==> src/rtl/status_mux_pkg.sv <==
package status_mux_pkg;
  localparam int NLOOP = 2;

  typedef enum logic [3:0] {
    SM_OFF,
    SM_LOCK_A,
    SM_LOCK_B,
    SM_LOCK_AB,
    SM_REF_A,
    SM_REF_B,
    SM_PROG_A,
    SM_PROG_B,
    SM_FAST,
    SM_CLR_A,
    SM_CLR_B,
    SM_CLR_AB
  } smode_e;

  typedef logic [NLOOP-1:0][1:0] cfg_arr_t;
endpackage

==> src/rtl/smux_cfg_latch.sv <==
module smux_cfg_latch
  import status_mux_pkg::*;
(
  input  logic     clk_i,
  input  logic     rst_ni,
  input  logic     le_i,
  input  cfg_arr_t cfg_d_i,
  output cfg_arr_t cfg_q_o
);
  cfg_arr_t cfg_q;

  always_ff @(posedge clk_i or negedge rst_ni) begin
    if (!rst_ni)   cfg_q <= '0;
    else if (le_i) cfg_q <= cfg_d_i;
  end

  assign cfg_q_o = cfg_q;

  AST_CFG_HOLD: assert property (@(posedge clk_i) disable iff (!rst_ni)
    !le_i |=> $stable(cfg_q_o));
endmodule

==> src/rtl/smux_decode.sv <==
module smux_decode
  import status_mux_pkg::*;
(
  input  cfg_arr_t cfg_i,
  output smode_e   mode_o
);
  logic [NLOOP-1:0] hi;
  logic [NLOOP-1:0] lo;

  generate
    for (genvar g = 0; g < NLOOP; g++) begin : g_split
      assign hi[g] = cfg_i[g][1];
      assign lo[g] = cfg_i[g][0];
    end
  endgenerate

  always_comb begin
    mode_o = SM_OFF;
    unique case (hi)
      2'b00: begin
        unique case (lo)
          2'b00:   mode_o = SM_OFF;
          2'b01:   mode_o = SM_LOCK_A;
          2'b10:   mode_o = SM_LOCK_B;
          default: mode_o = SM_LOCK_AB;
        endcase
      end
      2'b01:   mode_o = lo[0] ? SM_PROG_A : SM_REF_A;
      2'b10:   mode_o = lo[1] ? SM_PROG_B : SM_REF_B;
      default: begin
        unique case (lo)
          2'b00:   mode_o = SM_FAST;
          2'b01:   mode_o = SM_CLR_A;
          2'b10:   mode_o = SM_CLR_B;
          default: mode_o = SM_CLR_AB;
        endcase
      end
    endcase
  end
endmodule

==> src/rtl/smux_drive.sv <==
module smux_drive
  import status_mux_pkg::*;
#(
  parameter int TRI_HOLD = 2
) (
  input  logic             clk_i,
  input  logic             rst_ni,
  input  smode_e           mode_i,
  input  logic [NLOOP-1:0] lock_i,
  input  logic [NLOOP-1:0] refdiv_i,
  input  logic [NLOOP-1:0] progdiv_i,
  input  logic [NLOOP-1:0] cp_mag_i,
  output logic             pin_o,
  output logic [NLOOP-1:0] clr_o,
  output logic [NLOOP-1:0] tri_o
);
  localparam int HOLD_W = (TRI_HOLD > 0) ? $clog2(TRI_HOLD + 1) : 1;

  logic             pin_nx;
  logic [NLOOP-1:0] clr_req;

  always_comb begin
    pin_nx = 1'b0;
    unique case (mode_i)
      SM_LOCK_A:  pin_nx = lock_i[0];
      SM_LOCK_B:  pin_nx = lock_i[1];
      SM_LOCK_AB: pin_nx = &lock_i;
      SM_REF_A:   pin_nx = refdiv_i[0];
      SM_REF_B:   pin_nx = refdiv_i[1];
      SM_PROG_A:  pin_nx = progdiv_i[0];
      SM_PROG_B:  pin_nx = progdiv_i[1];
      SM_FAST:    pin_nx = |cp_mag_i;
      default:    pin_nx = 1'b0;
    endcase
  end

  assign clr_req[0] = (mode_i == SM_CLR_A) || (mode_i == SM_CLR_AB);
  assign clr_req[1] = (mode_i == SM_CLR_B) || (mode_i == SM_CLR_AB);

  always_ff @(posedge clk_i or negedge rst_ni) begin
    if (!rst_ni) pin_o <= 1'b0;
    else         pin_o <= pin_nx;
  end

  generate
    for (genvar g = 0; g < NLOOP; g++) begin : g_loop
      logic [HOLD_W-1:0] hold_cnt;

      always_ff @(posedge clk_i or negedge rst_ni) begin
        if (!rst_ni) begin
          clr_o[g]  <= 1'b0;
          tri_o[g]  <= 1'b0;
          hold_cnt  <= '0;
        end else begin
          clr_o[g] <= clr_req[g];
          tri_o[g] <= clr_req[g] || (hold_cnt != '0);
          if (clr_req[g])           hold_cnt <= HOLD_W'(TRI_HOLD);
          else if (hold_cnt != '0)  hold_cnt <= hold_cnt - 1'b1;
        end
      end

      AST_CLR_TRI: assert property (@(posedge clk_i) disable iff (!rst_ni)
        clr_o[g] |-> tri_o[g]);

      if (TRI_HOLD > 0) begin : g_hold_chk
        AST_TRI_AFTER_CLR: assert property (@(posedge clk_i) disable iff (!rst_ni)
          $fell(clr_o[g]) |-> tri_o[g]);
      end
    end
  endgenerate

  AST_OFF_LOW: assert property (@(posedge clk_i) disable iff (!rst_ni)
    (mode_i == SM_OFF) |=> !pin_o);

  AST_PAIR_LOCK: assert property (@(posedge clk_i) disable iff (!rst_ni)
    (mode_i == SM_LOCK_AB && !(&lock_i)) |=> !pin_o);

  AST_CLR_PIN_LOW: assert property (@(posedge clk_i) disable iff (!rst_ni)
    (|clr_req) |=> (!pin_o && (clr_o != '0)));
endmodule

==> src/rtl/status_pin_mux.sv <==
module status_pin_mux
  import status_mux_pkg::*;
#(
  parameter int TRI_HOLD = 2
) (
  input  logic       clk_i,
  input  logic       rst_ni,
  input  logic       le_i,
  input  logic [1:0] rf1_cfg_i,
  input  logic [1:0] rf2_cfg_i,
  input  logic [1:0] lock_i,
  input  logic [1:0] refdiv_i,
  input  logic [1:0] progdiv_i,
  input  logic [1:0] cp_mag_i,
  output logic       status_o,
  output logic [1:0] cnt_clr_o,
  output logic [1:0] cp_tri_o
);
  cfg_arr_t cfg_d;
  cfg_arr_t cfg_q;
  smode_e   mode;

  assign cfg_d[0] = rf1_cfg_i;
  assign cfg_d[1] = rf2_cfg_i;

  smux_cfg_latch i_latch (
    .clk_i   (clk_i),
    .rst_ni  (rst_ni),
    .le_i    (le_i),
    .cfg_d_i (cfg_d),
    .cfg_q_o (cfg_q)
  );

  smux_decode i_decode (
    .cfg_i  (cfg_q),
    .mode_o (mode)
  );

  smux_drive #(.TRI_HOLD(TRI_HOLD)) i_drive (
    .clk_i     (clk_i),
    .rst_ni    (rst_ni),
    .mode_i    (mode),
    .lock_i    (lock_i),
    .refdiv_i  (refdiv_i),
    .progdiv_i (progdiv_i),
    .cp_mag_i  (cp_mag_i),
    .pin_o     (status_o),
    .clr_o     (cnt_clr_o),
    .tri_o     (cp_tri_o)
  );

  AST_JOINT_RELEASE: assert property (@(posedge clk_i) disable iff (!rst_ni)
    (cnt_clr_o == 2'b11) |=> (cnt_clr_o != 2'b00 || cp_tri_o == 2'b11));
endmodule

==> config.mk <==
export PLATFORM = sky130hd
export DESIGN_NAME = status_pin_mux
export DESIGN_NICKNAME = d
export VERILOG_FILES = /design/src/rtl/status_mux_pkg.sv /design/src/rtl/smux_cfg_latch.sv /design/src/rtl/smux_decode.sv /design/src/rtl/smux_drive.sv /design/src/rtl/status_pin_mux.sv
export SDC_FILE = /design/constraint.sdc
export NUM_CORES = 1
export LEC_CHECK = 0
export ABC_AREA = 1
export BUFFER_PORTS_ARGS = -buffer_cell sky130_fd_sc_hd__buf_2
export CAP_MARGIN = 25
export CORE_MARGIN = 8
export CORE_UTILIZATION = 45
export CTS_CLUSTER_SIZE = 25
export DETAILED_ROUTE_END_ITERATION = 10
export PLACE_DENSITY = 0.77
export SLEW_MARGIN = 20
export SYNTH_ARGS = -nofsm -noshare
export SYNTH_HDL_FRONTEND = slang
export SYNTH_SLANG_ARGS = --single-unit
==> constraint.sdc <==
create_clock -name clk_i -period 1.38 [get_ports clk_i]
set_clock_uncertainty 0.2 [all_clocks]
set_input_delay 0.069 -clock clk_i [delete_from_list [all_inputs] [get_ports clk_i]]
set_output_delay 0.069 -clock clk_i [all_outputs]
set_load 0.01 [all_outputs]
======== Word level (Yosys, flattened, before mapping) ========
Index checks and enable logic that the tools add are counted.
storage, ports and cells
  word-level logic and storage cells ...... 48
  output and inout port bits .............. 5
  flip-flop bits (word level) ............. 13
  bits of input ports ..................... 15
cells by class
  muxes and demuxes ....................... 10
  $add $sub $neg .......................... 2
  equality and inequality tests ........... 15
  reduce and logical (&&, ||, !) cells .... 12
operators with widths
  operator             number
  $eq 4x3->1 const B   4
  $eq 4x4->1 const B   4
  $mux 2               6
  $pmux 2 s3           2
  $pmux 4 s3           1
  $eq 4x2->1 const B   2
  $pmux 1 s8           1
  $reduce_bool 2->1    4
  $eq 2x1->1 const B   2
  $eq 2x2->1 const B   2
  $eq 4x1->1 const B   1
  $logic_not 2->1      2
  $logic_or 1x1->1     4
  $sub 2x1->2 const B  2
  $reduce_and 2->1     1
  $reduce_or 2->1      1

======== Logic depth before layout (Yosys ltp) ========
Gate-level depths: netlist of the first run.
  depth in word-level cells ............... 6
  depth in mapped cells ................... 10

======== Modules after synthesis ========
A second synthesis of the first run with hierarchy kept.
second synthesis, totals
  cells, all modules ...................... 96
  area total of the unflattened synthesis .. 733.2 sq um
by module, submodules not included
  module          cells each  area an instance (sq um)  seq. area each (sq um)  instances
  smux_drive      61          480.5                     225.2                   1
  smux_cfg_latch  17          148.9                     100.1                   1
  smux_decode     18          103.8                     0.0                     1

======== Worst setup path after synthesis of the first run ========
Ideal clock, no wire load.
  path type ............................... reg-to-reg
  from .................................... register i_latch.cfg_q, in the netlist i_latch.cfg_q_o[1]
  to ...................................... register i_drive.pin_o
  setup slack ............................. -156 ps
  data arrival time ....................... 1213 ps
  path buffers ............................ 0
  data required time ...................... 1057 ps
  period minus slack after synthesis ...... 1536 ps
  cell stages (with the launch flop) ...... 11
  library setup time ...................... 123 ps
  cells stage by stage .................... dfrtp_1 -> inv_1 -> ha_1 -> nor2_2 -> nand2_2 -> nand2_4 -> nand2_4 -> nand3b_1 -> nand2_1 -> nor2_2 -> nand3_2
between the ends
  longest elaborated chain between the ends .. 4
ends and longest elaborated chain
  item                                RTL line              RTL
  start, declared                     smux_cfg_latch.sv:10  cfg_arr_t cfg_q;
  start signal, assigned              smux_cfg_latch.sv:14  else if (le_i) cfg_q <= cfg_d_i;
  $eq 2x2->1 (tied with other cells)  smux_decode.sv:19     unique case (hi)
  $pmux 4 s3 *                        smux_decode.sv:19
  $eq 4x4->1 (tied with other cells)  smux_drive.sv:24      unique case (mode_i)
  $pmux 1 s8 *                        smux_drive.sv:24
  via i_drive.pin_nx                  smux_drive.sv:19      logic pin_nx;
  end signal, assigned                smux_drive.sv:42      else pin_o <= pin_nx;
  end, declared                       smux_drive.sv:13      output logic pin_o,
Mark *: on every way through the listed nets, which the timed path passes. The rest lies on a longest branch.
A chain may end at the register's enable or synchronous reset.

======== Final worst setup path of the first run ========
  from .................................... register i_latch.cfg_q, in the netlist i_latch.cfg_q_o[3]
  to ...................................... register i_drive.pin_o
Same word-level chain as after synthesis.

==> results.toml, run 1 <==
[run_status]
outcome = "finished with violations"
violations = "setup timing"

[yosys]
syn_inst = 91
yosysWarnings = 0
syn-num-nets = 113
synth-seq-area-share = 0.426
syn_area_um2 = 763
ys_types = 17
avgSynthCellArea_um2 = 8.39
ys_ff_latch = 13

[pwr]
power_leakage_nw = 0.604
power_frac_clock = 0.192
pwr-share-comb = 0.398
peakVddDrop_mv = 0.707
powerDensity_mw_per_mm2 = 1210
switching_share = 0.361
p_sw_uw = 468
internal-power_uw = 829
seq_power_share = 0.410

[layout]
syn_to_final_growth_pct = 40.8
mostFrequentLayoutCell = "buf_2"
finish.net_count = 154
drive_gt1_frac = 0.359
finalNonFillerCells = 148
mostFrequentLayoutCells = "19 x buf_2, 18 x nand2_1, 16 x inv_1, 13 x dfrtp_1, 12 x dlygate4sd3_1"
diodes = 0

[clocking]
cts_tree = "yes"
cts_root_buf = "clkbuf_4"
cts_sinks = 13
htreeDepth = 1
clock_latency_ns = 0.29
cts_buffer_depth = 2
clk_pin_slew_ns = 0.09
cts_buffers = 3

[global_routing]
grt_overflow_total = 0
antenna_found_initial = 0
grt_first_pass_wirelength_um = 2890
grt_pass1_vias = 704
grt_max_degree = 14
grt_util_all_layers = 0.107

[floorplanning]
die_area_mm2 = 0.00327
start_util = 0.462
row_count = 15
io_pins = 20
die_y_um = 57.2
fp.dieW_um = 57.2
coreArea_mm2 = 0.00165

[routing]
ant_nets = 0
wirelength_um = 1660
drc = 0
route.vias.total = 700
post_drt_wl_per_cell_um = 11.2
drtIter0Drc = 2
drtPass1Iterations = 4
via_per_inst = 4.73

[critical_path]
worstSetupPathType = "reg -> reg"
start_kind = "register"
cpPeakStageDelay_ns = 0.42
crit_arrival_ns = 1.56
path_cells = "ha_2, nor2_2, nand2_2, nand2_4, nand2_4, nand3b_1, nand2_1, nor2_2, nand3_2"
end_kind = "register"
slowest_stage = "dfrtp_1"
cp.required_ns = 1.36
cp_max_fo = 4

[timing]
rsz0062_at_grt = "yes"
maxSlewHeadroom = 0.815
slew_viol_final = 0
hold_viol = 0
period_share = 1.15
setup_viol_count_final = 3
finalCriticalPeriod_ns = 1.58
fin_ws_ns = -0.203
timing.fmax_mhz = 632
tightest_slew_ns = 0.278
setup_tns_ns = -0.266

[placement]
dpl.hpwl_um = 1160
placedCellCount = 131
place_congestion = 0.782
port_buffers = 19

[min_path]
min_path_type = "in -> reg"

[flow_run]
cap_viol_max_count = 0
## synth_stat cells (all sizes together)
cell type / n / area share
a31oi: 1 / 0.0082
dfrtp: 13 / 0.43
ha: 7 / 0.11
inv: 19 / 0.093
nand2: 26 / 0.16
nand3: 6 / 0.059
nand3b: 1 / 0.0098
nand4: 5 / 0.041
nor2: 4 / 0.026
o21ai: 8 / 0.052
or2: 1 / 0.0082
## critical path, delay by kind of cell (launching register included)
kind          cells  cell delay, ns
simple gates      8            0.63
flops             1            0.42
fa+ha+maj         1            0.23
## metrics by stage
step                      power, mW   util  cell area, µm²  worst slack [ns]  hold slack, ns
after floorplan               0.871      -             768            -0.115          -0.427
after global placement        0.985  0.554             915            -0.173          -0.234
after detailed placement       1.02  0.554             915            -0.210          -0.233
after CTS                      1.31  0.646            1070            -0.195          0.0130
after global routing           1.41  0.651            1070            -0.313          0.0689
final                          1.30  0.651            1070            -0.203          0.0196
## power by group through the flow
stage / Sequential (mW) / Combinational [mW] / Clock, mW
floorplan: 0.557 / 0.314 / 0
global placement: 0.536 / 0.449 / 0
global route: 0.544 / 0.591 / 0.270
CTS: 0.532 / 0.517 / 0.258
finish: 0.531 / 0.517 / 0.249
detailed placement: 0.540 / 0.476 / 0
## flip-flops by register name, summed over array words and instances, names as in the netlist
name and cells:
i_latch.cfg_q_o 4, i_drive.g_loop.hold_cnt 4, i_drive.clr_o 2, i_drive.tri_o 2
i_drive.pin_o 1
## final timing paths
check,cells past startpoint,from,to,slack [ns]
min in group asynchronous,3,rst_ni,i_drive.clr_o[0],0.52
worst max-delay path,9,i_latch.cfg_q_o[3],i_drive.pin_o,-0.20
worst min-delay path,7,refdiv_i[0],i_drive.pin_o,0.02
worst max register to register,9,i_latch.cfg_q_o[3],i_drive.pin_o,-0.20
max in group asynchronous,3,rst_ni,i_latch.cfg_q_o[1],0.25
worst min register to register,2,i_drive.g_loop[1].hold_cnt[1],i_drive.g_loop[1].hold_cnt[1],0.31
## layout make-up
cell class / count / area [µm²]
fillers: 143 / 577
multi-input cells: 59 / 377
flip-flops and latches: 13 / 325
repair buffers: 36 / 253
inverters: 19 / 71.3
clock buffers: 3 / 22.5
well taps: 17 / 21.3
clock inverters: 1 / 5.00
## cell families (layout without fill, tap and decap cells)
group                      after synthesis  count (layout)  share of synthesized area
AOI/OAI and AO/OA                        9               9                     0.0606
and+or+nand+nor                         43              43                      0.305
buffers and inverters                   19              59                     0.0934
adders and majority gates                7               7                      0.115
DFF                                     13              13                      0.426
## timing repair
action | 4_1_cts | 5_1_grt
pin swaps | 5 | 0
gates resized for setup | 4 | 0
setup buffers | 0 | 1
hold endpoints to repair | 18 | 0
hold buffers | 12 | 0
endpoints found under the setup margin | 4 | 4
## layer usage
metal | GRT usage | share of wire | up-vias
li1 | - | - | 366
met1 | 0.109 | 0.42 | 315
met2 | 0.192 | 0.51 | 17
met3 | 0.0443 | 0.049 | 2
met4 | 0.0369 | 0.013 | 0
met5 | 0 | 0 | -
(Power assumes the default switching activity.)
==> inputs of run 2 (changes only) <==
--- a/config.mk
+++ b/config.mk
@@ -6,7 +6,7 @@
 export NUM_CORES = 1
 export LEC_CHECK = 0
 export ABC_AREA = 1
-export BUFFER_PORTS_ARGS = -buffer_cell sky130_fd_sc_hd__buf_2
+export BUFFER_PORTS_ARGS = -buffer_cell sky130_fd_sc_hd__buf_4
 export CAP_MARGIN = 25
 export CORE_MARGIN = 8
 export CORE_UTILIZATION = 45
==> results.toml, run 2 (synthesis gave the netlist of run 1 again) <==
[routing]
via_per_inst = 4.78
wirelength_um = 1860
route.vias.total = 717
drtIter0Drc = 5
drc = 0
drtPass1Iterations = 4
ant_nets = 0
post_drt_wl_per_cell_um = 12.4

[critical_path]
end_kind = "register"
crit_arrival_ns = 1.63
start_kind = "register"
reg2regPathDepth = 9
worstSetupPathType = "reg -> reg"
cp.required_ns = 1.37
rr_endpoint = "i_drive.pin_o"
crit_end = "i_drive.pin_o"
startpoint = "i_latch.cfg_q_o[3]"
rrSetupSlack_ns = -0.26
cp_max_fo = 4
reg2reg_from = "i_latch.cfg_q_o[3]"

[timing]
timing.fmax_mhz = 611
slew_viol_final = 0
maxSlewHeadroom = 0.848
fin_ws_ns = -0.256
period_share = 1.19
hold_viol = 0
tightest_slew_ns = 0.228
setup_viol_count_final = 5
setup_tns_ns = -0.570
hold_slack_ns = 0.0263
finalCriticalPeriod_ns = 1.64
rsz0062_at_grt = "yes"

[layout]
multi_input_area_um2 = 427
final_area_mm2 = 0.00119
mostFrequentLayoutCells = "26 x buf_4, 17 x nand2_1, 16 x inv_1, 12 x dlygate4sd3_1, 11 x dfrtp_1"
syn_to_final_growth_pct = 56.6
drive_gt1_frac = 0.398
finalNonFillerCells = 150
finish.net_count = 156
final_util = 0.723
fill_cells = 133
diodes = 0
ff_latch_area_um2 = 328
mostFrequentLayoutCell = "buf_4"

[placement]
place_congestion = 0.778
port_buffers = 19
place_ws_ns = -0.227
dpl.hpwl_um = 1190
placedCellCount = 131
place_area_um2 = 962

[run_status]
violations = "setup timing"
outcome = "finished with violations"

[clocking]
cts_sinks = 13
clk_pin_slew_ns = 0.09
cts_tree = "yes"
cts_buffers = 3
clock_latency_ns = 0.30
cts_root_buf = "clkbuf_4"
cts_buffer_depth = 2
htreeDepth = 1

[global_routing]
grt_pass1_vias = 751
antenna_found_initial = 0
grt_util_all_layers = 0.111
grt_first_pass_wirelength_um = 2930
grt_overflow_total = 0
grt_max_degree = 14

[min_path]
min_path_type = "in -> reg"

[floorplanning]
start_util = 0.462
row_count = 15
fp.dieW_um = 57.2
die_y_um = 57.2
die_area_mm2 = 0.00327
io_pins = 20
coreArea_mm2 = 0.00165

[pwr]
peakVddDrop_mv = 0.763
powerDensity_mw_per_mm2 = 1150
finalPower_mw = 1.37
power_leakage_nw = 0.643

[flow_run]
cap_viol_max_count = 0
[run 2: changes by cell type in the layout (fill, tap and decap cells not counted), sizes merged]
cell,before,now
buf,24,26
[run 2: worst min-delay path by stage]
stage,from,to,depth (start not counted)
global placement,rst_ni,i_drive.clr_o[1],1
CTS,lock_i[0],i_drive.pin_o,7
floorplan,rst_ni,i_drive.clr_o[0],0
global route,lock_i[1],i_drive.pin_o,6
finish,lock_i[0],i_drive.pin_o,7
detailed placement,rst_ni,i_drive.clr_o[1],1
[run 2: area by class of cell]
cell class	instances	area share
clock buffer	3	0.0188
clock inverter	1	0.00419
inverter	19	0.0639
multi-input combinational	59	0.357
sequential	13	0.274
tap	17	0.0178
timing repair buffer	38	0.264
[run 2: timing repair]
| item | in CTS | in global routing |
|---|---|---|
| setup buffers | 2 | 1 |
| endpoints found under the hold margin | 18 | 13 |
| gates resized for setup | 2 | 15 |
| setup endpoints to repair | 4 | 19 |
| hold buffers | 12 | 1 |
| pin swaps | 2 | 5 |
[run 2: worst max-delay path, cell delays in order (launching register included)]
cell,delay [ns]
dfrtp_2,0.48
ha_4,0.20
nor2_4,0.14
nand2_4,0.07
nand2_4,0.09
nand2_4,0.06
nand3b_1,0.08
nand2_1,0.07
nor2_2,0.09
nand3_2,0.06
[run 2: power breakdown]
part | leakage (nW) | total [mW] | internal [mW] | switching, mW
combinational | 0.473 | 0.579 | 0.277 | 0.303
clock | 0.0177 | 0.252 | 0.108 | 0.144
sequential | 0.153 | 0.543 | 0.493 | 0.0493
[run 2: per-layer routing]
layer | GRT usage | vias to the layer above | wire, µm
met5 | 0 | - | 0
met1 | 0.107 | 328 | 696
li1 | - | 371 | -
met3 | 0.0333 | 3 | 90
met4 | 0.0537 | 0 | 34
met2 | 0.206 | 15 | 1030
